File: src/rtl/mask_blend_pkg.sv
package mask_blend_pkg;

  typedef enum logic [1:0] {
    VL_128  = 2'b00,
    VL_256  = 2'b01,
    VL_512  = 2'b10,
    VL_RSVD = 2'b11
  } vlen_e;

  typedef struct packed {
    logic  lane64;
    vlen_e vlen;
    logic  zero_mode;
    logic  no_mask;
    logic  bcast;
  } blend_ctrl_t;

  // number of active slots; reserved length code behaves as the widest one
  function automatic int active_slots(vlen_e vl, int base);
    int sh;
    sh = (vl == VL_RSVD) ? 2 : int'(vl);
    return base << sh;
  endfunction

endpackage

File: src/rtl/mbu_slot_ctrl.sv
module mbu_slot_ctrl
  import mask_blend_pkg::*;
#(
  parameter int NSLOT      = 16,
  parameter int BASE_SLOTS = 4
) (
  input  blend_ctrl_t      ctrl_i,
  input  logic [NSLOT-1:0] mask_i,
  output logic [NSLOT-1:0] take2_o,
  output logic [NSLOT-1:0] zero_o
);

  int n_act;
  assign n_act = active_slots(ctrl_i.vlen, BASE_SLOTS);

  for (genvar s = 0; s < NSLOT; s++) begin : g_slot
    logic lane_bit, active;
    // 64-bit lanes span two slots sharing one mask bit
    assign lane_bit = ctrl_i.lane64 ? mask_i[s/2] : mask_i[s];
    assign active   = (s < n_act);
    assign take2_o[s] = active & (ctrl_i.no_mask | lane_bit);
    assign zero_o[s]  = ~active | (~take2_o[s] & ctrl_i.zero_mode);
  end

endmodule

File: src/rtl/mbu_datapath.sv
module mbu_datapath #(
  parameter int NSLOT  = 16,
  parameter int SLOT_W = 32,
  localparam int VW    = NSLOT * SLOT_W
) (
  input  logic [VW-1:0]    src1_i,
  input  logic [VW-1:0]    src2_i,
  input  logic [NSLOT-1:0] take2_i,
  input  logic [NSLOT-1:0] zero_i,
  input  logic             lane64_i,
  input  logic             bcast_i,
  output logic [VW-1:0]    res_o
);

  for (genvar s = 0; s < NSLOT; s++) begin : g_slot
    logic [SLOT_W-1:0] s1, s2_own, s2_bc, s2_sel;
    assign s1     = src1_i[s*SLOT_W +: SLOT_W];
    assign s2_own = src2_i[s*SLOT_W +: SLOT_W];
    // broadcast: low element, half chosen by slot parity for 64-bit lanes
    assign s2_bc  = lane64_i ? src2_i[(s%2)*SLOT_W +: SLOT_W] : src2_i[SLOT_W-1:0];
    assign s2_sel = bcast_i ? s2_bc : s2_own;
    assign res_o[s*SLOT_W +: SLOT_W] = zero_i[s]  ? '0     :
                                       take2_i[s] ? s2_sel : s1;
  end

endmodule

File: src/rtl/mbu_out_stage.sv
module mbu_out_stage #(
  parameter int DW = 512
) (
  input  logic          clk_i,
  input  logic          rst_ni,
  input  logic          in_valid_i,
  output logic          in_ready_o,
  input  logic [DW-1:0] d_i,
  output logic          out_valid_o,
  input  logic          out_ready_i,
  output logic [DW-1:0] q_o
);

  logic accept;
  assign in_ready_o = ~out_valid_o | out_ready_i;
  assign accept     = in_valid_i & in_ready_o;

  always_ff @(posedge clk_i or negedge rst_ni) begin
    if (!rst_ni) begin
      out_valid_o <= 1'b0;
      q_o         <= '0;
    end else begin
      if (accept) begin
        out_valid_o <= 1'b1;
        q_o         <= d_i;
      end else if (out_ready_i) begin
        out_valid_o <= 1'b0;
      end
    end
  end

endmodule

File: src/rtl/mask_blend_unit.sv
module mask_blend_unit
  import mask_blend_pkg::*;
#(
  parameter int VEC_W    = 512,
  parameter int SLOT_W   = 32,
  parameter int MIN_VL_W = 128,
  localparam int NSLOT      = VEC_W / SLOT_W,
  localparam int BASE_SLOTS = MIN_VL_W / SLOT_W
) (
  input  logic             clk_i,
  input  logic             rst_ni,
  input  logic             in_valid_i,
  output logic             in_ready_o,
  input  logic [VEC_W-1:0] src1_i,
  input  logic [VEC_W-1:0] src2_i,
  input  logic [NSLOT-1:0] mask_i,
  input  logic             lane64_i,
  input  logic [1:0]       vlen_i,
  input  logic             zero_mode_i,
  input  logic             no_mask_i,
  input  logic             bcast_i,
  output logic             out_valid_o,
  input  logic             out_ready_i,
  output logic [VEC_W-1:0] out_data_o
);

  blend_ctrl_t      ctrl;
  logic [NSLOT-1:0] take2, zero;
  logic [VEC_W-1:0] res;

  assign ctrl.lane64    = lane64_i;
  assign ctrl.vlen      = vlen_e'(vlen_i);
  assign ctrl.zero_mode = zero_mode_i;
  assign ctrl.no_mask   = no_mask_i;
  assign ctrl.bcast     = bcast_i;

  mbu_slot_ctrl #(.NSLOT(NSLOT), .BASE_SLOTS(BASE_SLOTS)) u_ctrl (
    .ctrl_i  (ctrl),
    .mask_i  (mask_i),
    .take2_o (take2),
    .zero_o  (zero)
  );

  mbu_datapath #(.NSLOT(NSLOT), .SLOT_W(SLOT_W)) u_dp (
    .src1_i   (src1_i),
    .src2_i   (src2_i),
    .take2_i  (take2),
    .zero_i   (zero),
    .lane64_i (lane64_i),
    .bcast_i  (bcast_i),
    .res_o    (res)
  );

  mbu_out_stage #(.DW(VEC_W)) u_out (
    .clk_i       (clk_i),
    .rst_ni      (rst_ni),
    .in_valid_i  (in_valid_i),
    .in_ready_o  (in_ready_o),
    .d_i         (res),
    .out_valid_o (out_valid_o),
    .out_ready_i (out_ready_i),
    .q_o         (out_data_o)
  );

endmodule

File: config.mk
export PLATFORM = sky130hd
export DESIGN_NAME = mask_blend_unit
export DESIGN_NICKNAME = d
export VERILOG_FILES = /design/src/rtl/mask_blend_pkg.sv /design/src/rtl/mbu_slot_ctrl.sv /design/src/rtl/mbu_datapath.sv /design/src/rtl/mbu_out_stage.sv /design/src/rtl/mask_blend_unit.sv
export SDC_FILE = /design/constraint.sdc
export NUM_CORES = 1
export LEC_CHECK = 0
export ABC_AREA = 0
export BUFFER_PORTS_ARGS = -buffer_cell sky130_fd_sc_hd__buf_2
export CAP_MARGIN = 0
export CORE_AREA = 4 4 611 613
export DETAILED_ROUTE_END_ITERATION = 10
export DIE_AREA = 0 0 615 617
export PLACE_DENSITY_LB_ADDON = 0.25
export SYNTH_ARGS = -nofsm -noshare
export SYNTH_HDL_FRONTEND = slang
export SYNTH_SLANG_ARGS = --single-unit
File: constraint.sdc
create_clock -name clk_i -period 2.22 [get_ports clk_i]
set_input_delay 0.333 -clock clk_i [delete_from_list [all_inputs] [get_ports clk_i]]
set_output_delay 0.333 -clock clk_i [all_outputs]
set_load 0.005 [all_outputs]
==> results of run 1 <==
[worst max path at each step]
stage / from / to / depth (start not counted)
final: u_out.out_valid_o / u_out.q_o[107] / 7
after global routing: u_out.out_valid_o / u_out.q_o[107] / 7
after CTS: u_out.out_valid_o / u_out.q_o[107] / 7
after detailed placement: lane64_i / u_out.q_o[308] / 7
after global placement: lane64_i / u_out.q_o[308] / 7
after floorplan: lane64_i / u_out.q_o[232] / 7
[synthesized netlist by cell type, drive strengths merged, types with 44 or more instances]
cell type and count:
o221ai 124, a21oi 100, nand2b 132, inv 97, nor3b 96, o21ai 490, nand3 129, mux2i 135
buf 98, nor2 139, mux2 44, nand2 608, o22ai 128, dfrtp 513, a221o 64, clkbuf 196
[flip-flops by register name, indices dropped and copies added (netlist names)]
signal             flops
u_out.q_o            512
u_out.out_valid_o      1
[layout make-up]
type,instances,area (um^2),area share
repair buffers,2765,20500,0.364
multi-input cells,2342,13800,0.245
flip-flops and latches,513,12800,0.228
well taps,4837,6050,0.107
clock buffers,113,2260,0.0401
inverters,97,364,0.00646
clock inverters,19,279,0.00495
diodes,100,250,0.00444
[cell families (layout without fill, tap and decap cells)]
| kind of cell | count (synthesis) | count (layout) | share of synthesized area |
|---|---|---|---|
| simple gates | 1181 | 1181 | 0.199 |
| compound gates | 982 | 982 | 0.217 |
| flops | 513 | 513 | 0.458 |
| buf+inv | 391 | 2994 | 0.0592 |
| mux | 179 | 179 | 0.0662 |
| other cells | 0 | 100 | 0 |
[per-stage QoR]
step	utilization	instance area, um^2
after floorplan	-	28000
after global placement	0.123	45300
after detailed placement	0.123	45300
after CTS	0.152	56100
after global routing	0.153	56300
final	0.153	56400
[worst max-delay path, cell delays in order (launching register included)]
cell                            delay, ns
sky130_fd_sc_hd__dfrtp_1             0.41
sky130_fd_sc_hd__nand2b_4            0.19
sky130_fd_sc_hd__nand2_4             0.10
sky130_fd_sc_hd__buf_12              0.18
sky130_fd_sc_hd__buf_4               0.31
sky130_fd_sc_hd__a21oi_1             0.12
sky130_fd_sc_hd__a21oi_1             0.07
sky130_fd_sc_hd__dlygate4sd3_1       0.56
[layer usage]
metal  up-vias  global-route usage
met1     20000               0.191
met3       657              0.0392
met4        82              0.0546
li1      16800                   -
met5         -                   0
met2      2201               0.312
[repair_timing]
item,4_1_cts,5_1_grt
gates resized for setup,6,2
cloned,0,1
endpoints found under the setup margin,8,16
hold buffers,816,0
hold endpoints to repair,729,0
setup buffers,0,3
[report_power, final]
| part | internal (mW) | switching (mW) | total [mW] |
|---|---|---|---|
| registers | 10.7 | 0.908 | 11.6 |
| clock network | 7.66 | 5.38 | 13.0 |
| logic | 4.95 | 6.33 | 11.3 |
| total | 23.3 | 12.6 | 35.9 |
==> metrics.yaml, run 1 <==
worst_hold_path:
  worst_hold_path.endpoint: "u_out.q_o[396]"
  hold_path_depth: 5
  worstHoldPathType: "input pin to register"
  timing.hold.worst.start: "src2_i[396]"
sta:
  tightest_slew_ns: 0.988
  timing.final.crit_share: 0.988
  hold_violations_final: 0
  rsz0062_at_grt: "false"
  report.final.setup_viol: 0
  maxSlewHeadroom: 0.339
  fin_ws_ns: 0.0277
  setup-tns-final_ns: 0
  finalClockSkew_ns: 0.0570
  post-route-min-period_ns: 2.19
  fmaxAchievable_mhz: 456
  holdWs_ns: 0.0768
  final-max-slew-violation-count: 0
placed_design:
  post-place-cells: 9734
  buffer_ports.inserted: 1563
  dpl.hpwl_mm: 285
  place_worst_setup_slack_ns: -0.396
  place.gp.congestion: 0.903
logic_synthesis:
  synth_area_leaders: "sky130_fd_sc_hd__dfrtp_1, sky130_fd_sc_hd__o21ai_0, sky130_fd_sc_hd__nand2_1, sky130_fd_sc_hd__mux2i_1, sky130_fd_sc_hd__o221ai_1"
  cell_accounting_for_the_most_synthesized_area: "sky130_fd_sc_hd__dfrtp_1"
  register_area_share_after_synthesis: 0.458
  syn-instance-count: 3246
  ys.flop_type: "sky130_fd_sc_hd__dfrtp_1"
  mappedNetlistNets: 4296
  synth.ff_latch_count: 513
  async_flop_share: 1.00
  post-synth-top-area-fraction: 0.458
  unique_cell_type_count_in_the_yosys_netlist: 42
  synthesis.area_per_instance_um2: 8.63
  syn-cell-area_um2: 28000
  synth-edff-count: 0
  warnings_from_yosys: 0
routing:
  route.layer.met1.wl_mm: 127
  route.vias.total: 39700
  top_signal_layer_used: "met5"
  avgViaCountPerCell: 3.68
  final_antenna_net_count: 0
  routed-wl-met2_mm: 175
  post_drt_wl_per_cell_um: 31.3
  drt_wl_total_mm: 337
  met3_length_mm: 22.1
  drc: 0
  first_pass_detailed_route_iteration_total: 5
  drt_iter0_drc: 3274
critical_path:
  endpoint_kind: "register"
  regToRegSetupSlack_ns: 0.03
  cp.required_ns: 2.90
  timing.critical_path.from_type: "register"
  timing.rr.end: "u_out.q_o[107]"
  critical_r2r_launch: "u_out.out_valid_o"
  worst-r2r-cell-count: 7
  worst-path-max-fanout: 20
  critPathKind: "register to register"
  worstPathArrival_ns: 2.87
pwr:
  power_per_cell_area_nw_per_um2: 637
  max-vdd-ir-drop_v: 0.000505
  design_power_total_mw: 35.9
  leakage_nw: 25.6
clock_network:
  cts_root_buf: "sky130_fd_sc_hd__clkbuf_16"
  clkSlewWorstSetupHoldPaths_ns: 0.06
  insertion_delay_ns: 0.80
  tritoncts: "yes"
  clockBufferDepth: 4
  clkSinkCount: 513
  maximum_level_of_the_cts_h_tree: 3
  numCtsBuffers: 78
die:
  die_w_um: 615
  floorplan.die.height_um: 617
  dieArea_um2: 379000
  floorplan.initialDensity: 0.0761
  pin_count: 1564
  core-area_um2: 368000
  placement_rows: 223
global_routing:
  wire_length_of_the_first_global_routing_pass_mm: 428
  grt_pass1_vias: 40400
  maximum_number_of_pins_on_one_net_before_global_route_repair: 81
  grt_overflow_total: 0
  antenna_violations_before_repair: 248
  grt_use_total: 0.169
finish:
  mostFrequentLayoutCell: "sky130_fd_sc_hd__buf_2"
  final_cell_count_without_fillers: 10800
  areaGrowthSynthToFinish_pct: 101
  layout-drive-gt1-share: 0.370
  fillCellCount: 42200
  nNetsFinal: 6847
  layout_common_cells: "sky130_fd_sc_hd__buf_2, sky130_fd_sc_hd__dlygate4sd3_1, sky130_fd_sc_hd__nand2_1, sky130_fd_sc_hd__dfrtp_1, sky130_fd_sc_hd__o21ai_0"
flow_run:
  drv.max_cap_violation_count: 0
run_status:
  outcome: "finished clean"
No activity file was read; power rests on OpenSTA's default activity.
==> inputs of run 2 (changes only) <==
==> constraint.sdc (replaced) <==
create_clock -name clk_i -period 2.22 [get_ports clk_i]
set_input_delay 0.111 -clock clk_i [delete_from_list [all_inputs] [get_ports clk_i]]
set_output_delay 0.111 -clock clk_i [all_outputs]
set_load 0.005 [all_outputs]
==> run 2 against run 1 <==
Total power fell by 0.66%; via count is 0.52% higher; global-route usage fell by 0.084 points; maximum frequency grew 7.4%; first-iteration DRC count is 7.6% higher; sequential cell count unchanged; worst setup slack improved by 0.15 ns; register-to-register slack gained 0.15 ns; clock-buffer cell count decreased by 7; sequential share of layout area is 0.29 points lower; clock power barely moved; critical endpoint is now u_out.q_o[346].
==> metrics.yaml, run 2 (synthesized netlist as in run 1, its figures left out) <==
routing:
  top_signal_layer_used: "met5"
  drt_wl_total_mm: 335  # -0.61%
  drt_iter0_drc: 3523  # +7.6%
  drc: 0  # unchanged
  post_drt_wl_per_cell_um: 30.7  # -1.7%
  routed-wl-met2_mm: 173  # -0.71%
  first_pass_detailed_route_iteration_total: 6  # +1
  avgViaCountPerCell: 3.66  # -0.62%
  route.vias.total: 39900  # +0.52%
  route.layer.met1.wl_mm: 128  # +0.98%
  met3_length_mm: 20.9  # -5.3%
  final_antenna_net_count: 0  # unchanged
sta:
  rsz0062_at_grt: "false"
  hold_violations_final: 0  # unchanged
  tightest_slew_ns: 0.930  # -0.0580 ns
  fin_ws_ns: 0.178  # +0.150 ns
  maxSlewHeadroom: 0.380  # +0.0408
  timing.final.crit_share: 0.920  # -0.0678
  finalClockSkew_ns: 0.0734  # +0.0164 ns
  fmaxAchievable_mhz: 490  # +7.4%
  report.final.setup_viol: 0  # unchanged
  holdWs_ns: 0.0233  # -0.0534 ns
  final-max-slew-violation-count: 0  # unchanged
  post-route-min-period_ns: 2.04  # -0.150 ns
  setup-tns-final_ns: 0  # unchanged
finish:
  largest_reg_flops: 512  # unchanged
  layout-drive-gt1-share: 0.349  # -0.0217
  layout_common_cells: "sky130_fd_sc_hd__buf_2, sky130_fd_sc_hd__dlygate4sd3_1, sky130_fd_sc_hd__nand2_1, sky130_fd_sc_hd__dfrtp_1, sky130_fd_sc_hd__o21ai_0"
  fillCellCount: 41900  # -0.52%
  registers.top_by_ff_count: "u_out.q_o"
  areaGrowthSynthToFinish_pct: 104
  sequential_cell_area_um2: 12800  # unchanged
  final_cell_count_without_fillers: 10900  # +1.1%
  layout_top_registers: "u_out.q_o x512, u_out.out_valid_o x1"
  post_route_standard_cell_area_excluding_fillers_um2: 57100  # +1.3%
  nNetsFinal: 6954  # +1.6%
  multi_input_comb_area_um2: 13800  # -0.15%
  mostFrequentLayoutCell: "sky130_fd_sc_hd__buf_2"
worst_hold_path:
  worst_hold_path.endpoint: "u_out.q_o[474]"
  worstHoldPathType: "input pin to register"
  hold_path_depth: 5  # unchanged
  timing.hold.worst.start: "src2_i[474]"
global_routing:
  antenna_violations_before_repair: 229  # -7.7%
  wire_length_of_the_first_global_routing_pass_mm: 426  # -0.35%
  grt_use_total: 0.168  # -0.000837
  maximum_number_of_pins_on_one_net_before_global_route_repair: 111  # +37%
  grt_overflow_total: 0  # unchanged
  grt_pass1_vias: 40500  # +0.33%
critical_path:
  crit_top_cell: "sky130_fd_sc_hd__buf_4"
  crit_buf_inv: 3  # unchanged
  worstPathArrival_ns: 2.69  # -0.18 ns
  endpoint_kind: "register"
  cp.required_ns: 2.87  # -0.03 ns
  timing.rr.end: "u_out.q_o[346]"
  critical_path.max_stage_delay_ns: 0.38  # -0.18 ns
  regToRegSetupSlack_ns: 0.18  # +0.15 ns
  worst-path-max-fanout: 22  # +10%
  critPathKind: "register to register"
  cpLargestDelayFamily: "buffers and inverters"
  critical_r2r_launch: "u_out.out_valid_o"
  critical_path.cell_chain: "nand2b_2, buf_4, and3_1, buf_4, o21ai_4, buf_12, o21ai_0"
  crit_path_top_delay_cell: "sky130_fd_sc_hd__dfrtp_1"
  worst-r2r-cell-count: 7  # unchanged
  timing.critical_path.from_type: "register"
clock_network:
  clockBufferDepth: 4  # unchanged
  cts_root_buf: "sky130_fd_sc_hd__clkbuf_16"
  clkSlewWorstSetupHoldPaths_ns: 0.06  # about the same
  clkSinkCount: 513  # unchanged
  maximum_level_of_the_cts_h_tree: 3  # unchanged
  tritoncts: "yes"
  numCtsBuffers: 76  # -2.6%
  insertion_delay_ns: 0.81  # about the same
pwr:
  max-vdd-ir-drop_v: 0.000491  # -2.8%
  leakage_nw: 25.8  # +0.62%
  power_per_cell_area_nw_per_um2: 625  # -1.9%
placed_design:
  place.gp.congestion: 0.908  # +0.55%
  post-place-cells: 9648  # -0.88%
  place_worst_setup_slack_ns: -0.303  # +0.0924 ns
  dpl.hpwl_mm: 280  # -1.8%
  buffer_ports.inserted: 1563  # unchanged
  postPlaceCellArea_um2: 44200  # -2.5%
die:
  floorplan.die.height_um: 617  # unchanged
  core-area_um2: 368000  # unchanged
  floorplan.initialDensity: 0.0761  # unchanged
  die_w_um: 615  # unchanged
  pin_count: 1564  # unchanged
  placement_rows: 223  # unchanged
  dieArea_um2: 379000  # unchanged
flow_run:
  drv.max_cap_violation_count: 0  # unchanged
run_status:
  outcome: "finished clean"
-- run 2: cell count changes in the layout (fill, tap and decap cells not counted), moves of 3 or more --
cell / change
sky130_fd_sc_hd__dlygate4sd3_1: +198
sky130_fd_sc_hd__buf_4: -49
sky130_fd_sc_hd__buf_12: -38
sky130_fd_sc_hd__diode_2: +18
sky130_fd_sc_hd__clkinv_2: +6
sky130_fd_sc_hd__clkbuf_1: -5
sky130_fd_sc_hd__clkinv_4: +3
sky130_fd_sc_hd__inv_6: -3
sky130_fd_sc_hd__nor3b_1: +3
sky130_fd_sc_hd__nor3b_2: -3
-- run 2: report_power, final --
part           internal [mW]  leakage, nW  total, mW  switching, mW
clock network           7.27         1.21       12.7           5.42
logic                   5.01         18.0       11.4           6.40
registers               10.7         6.52       11.6          0.896
-- run 2: final cells by class --
| class | instances | area share |
|---|---|---|
| tap | 4837 | 0.106 |
| clock buffer | 106 | 0.0386 |
| inverter | 97 | 0.00637 |
| timing repair buffer | 2874 | 0.374 |
| multi-input combinational | 2342 | 0.242 |
| clock inverter | 23 | 0.00405 |
| antenna | 118 | 0.00517 |
| sequential | 513 | 0.225 |
-- run 2: worst register-to-register path, stage by stage (launching register included) --
cell and delay (ns):
sky130_fd_sc_hd__dfrtp_1 0.38, sky130_fd_sc_hd__nand2b_2 0.32, sky130_fd_sc_hd__buf_4 0.24, sky130_fd_sc_hd__and3_1 0.16
sky130_fd_sc_hd__buf_4 0.27, sky130_fd_sc_hd__o21ai_4 0.17, sky130_fd_sc_hd__buf_12 0.18, sky130_fd_sc_hd__o21ai_0 0.23
-- run 2: metrics by stage --
stage	total power, mW	util
after floorplan	14.6	-
after global placement	21.3	0.120
final	35.7	0.155
after CTS	36.4	0.154
after detailed placement	21.3	0.120
after global routing	37.3	0.155
-- run 2: how the worst max path moves through the flow --
stage                      startpoint             end  slack, ns  cells past startpoint
floorplan           u_out.out_valid_o  u_out.q_o[160]       0.45                      7
CTS                 u_out.out_valid_o  u_out.q_o[190]       0.02                      6
detailed placement  u_out.out_valid_o  u_out.q_o[181]      -0.30                      6
global placement    u_out.out_valid_o  u_out.q_o[190]      -0.57                      6
global route        u_out.out_valid_o   u_out.q_o[26]       0.06                      5
finish              u_out.out_valid_o  u_out.q_o[346]       0.18                      7
-- run 2: what timing repair did --
| item | 4_1_cts | 5_1_grt |
|---|---|---|
| resized for setup | 1 | 0 |
| hold buffers | 1015 | 0 |
| setup buffers | 0 | 0 |
| hold endpoints to repair | 944 | 0 |
| endpoints found under the setup margin | 1 | 0 |
-- run 2: per-layer routing --
layer	vias up	global-route usage
li1	17000	-
met1	20100	0.193
met2	2143	0.311
met3	574	0.0344
met4	54	0.0506
met5	-	0
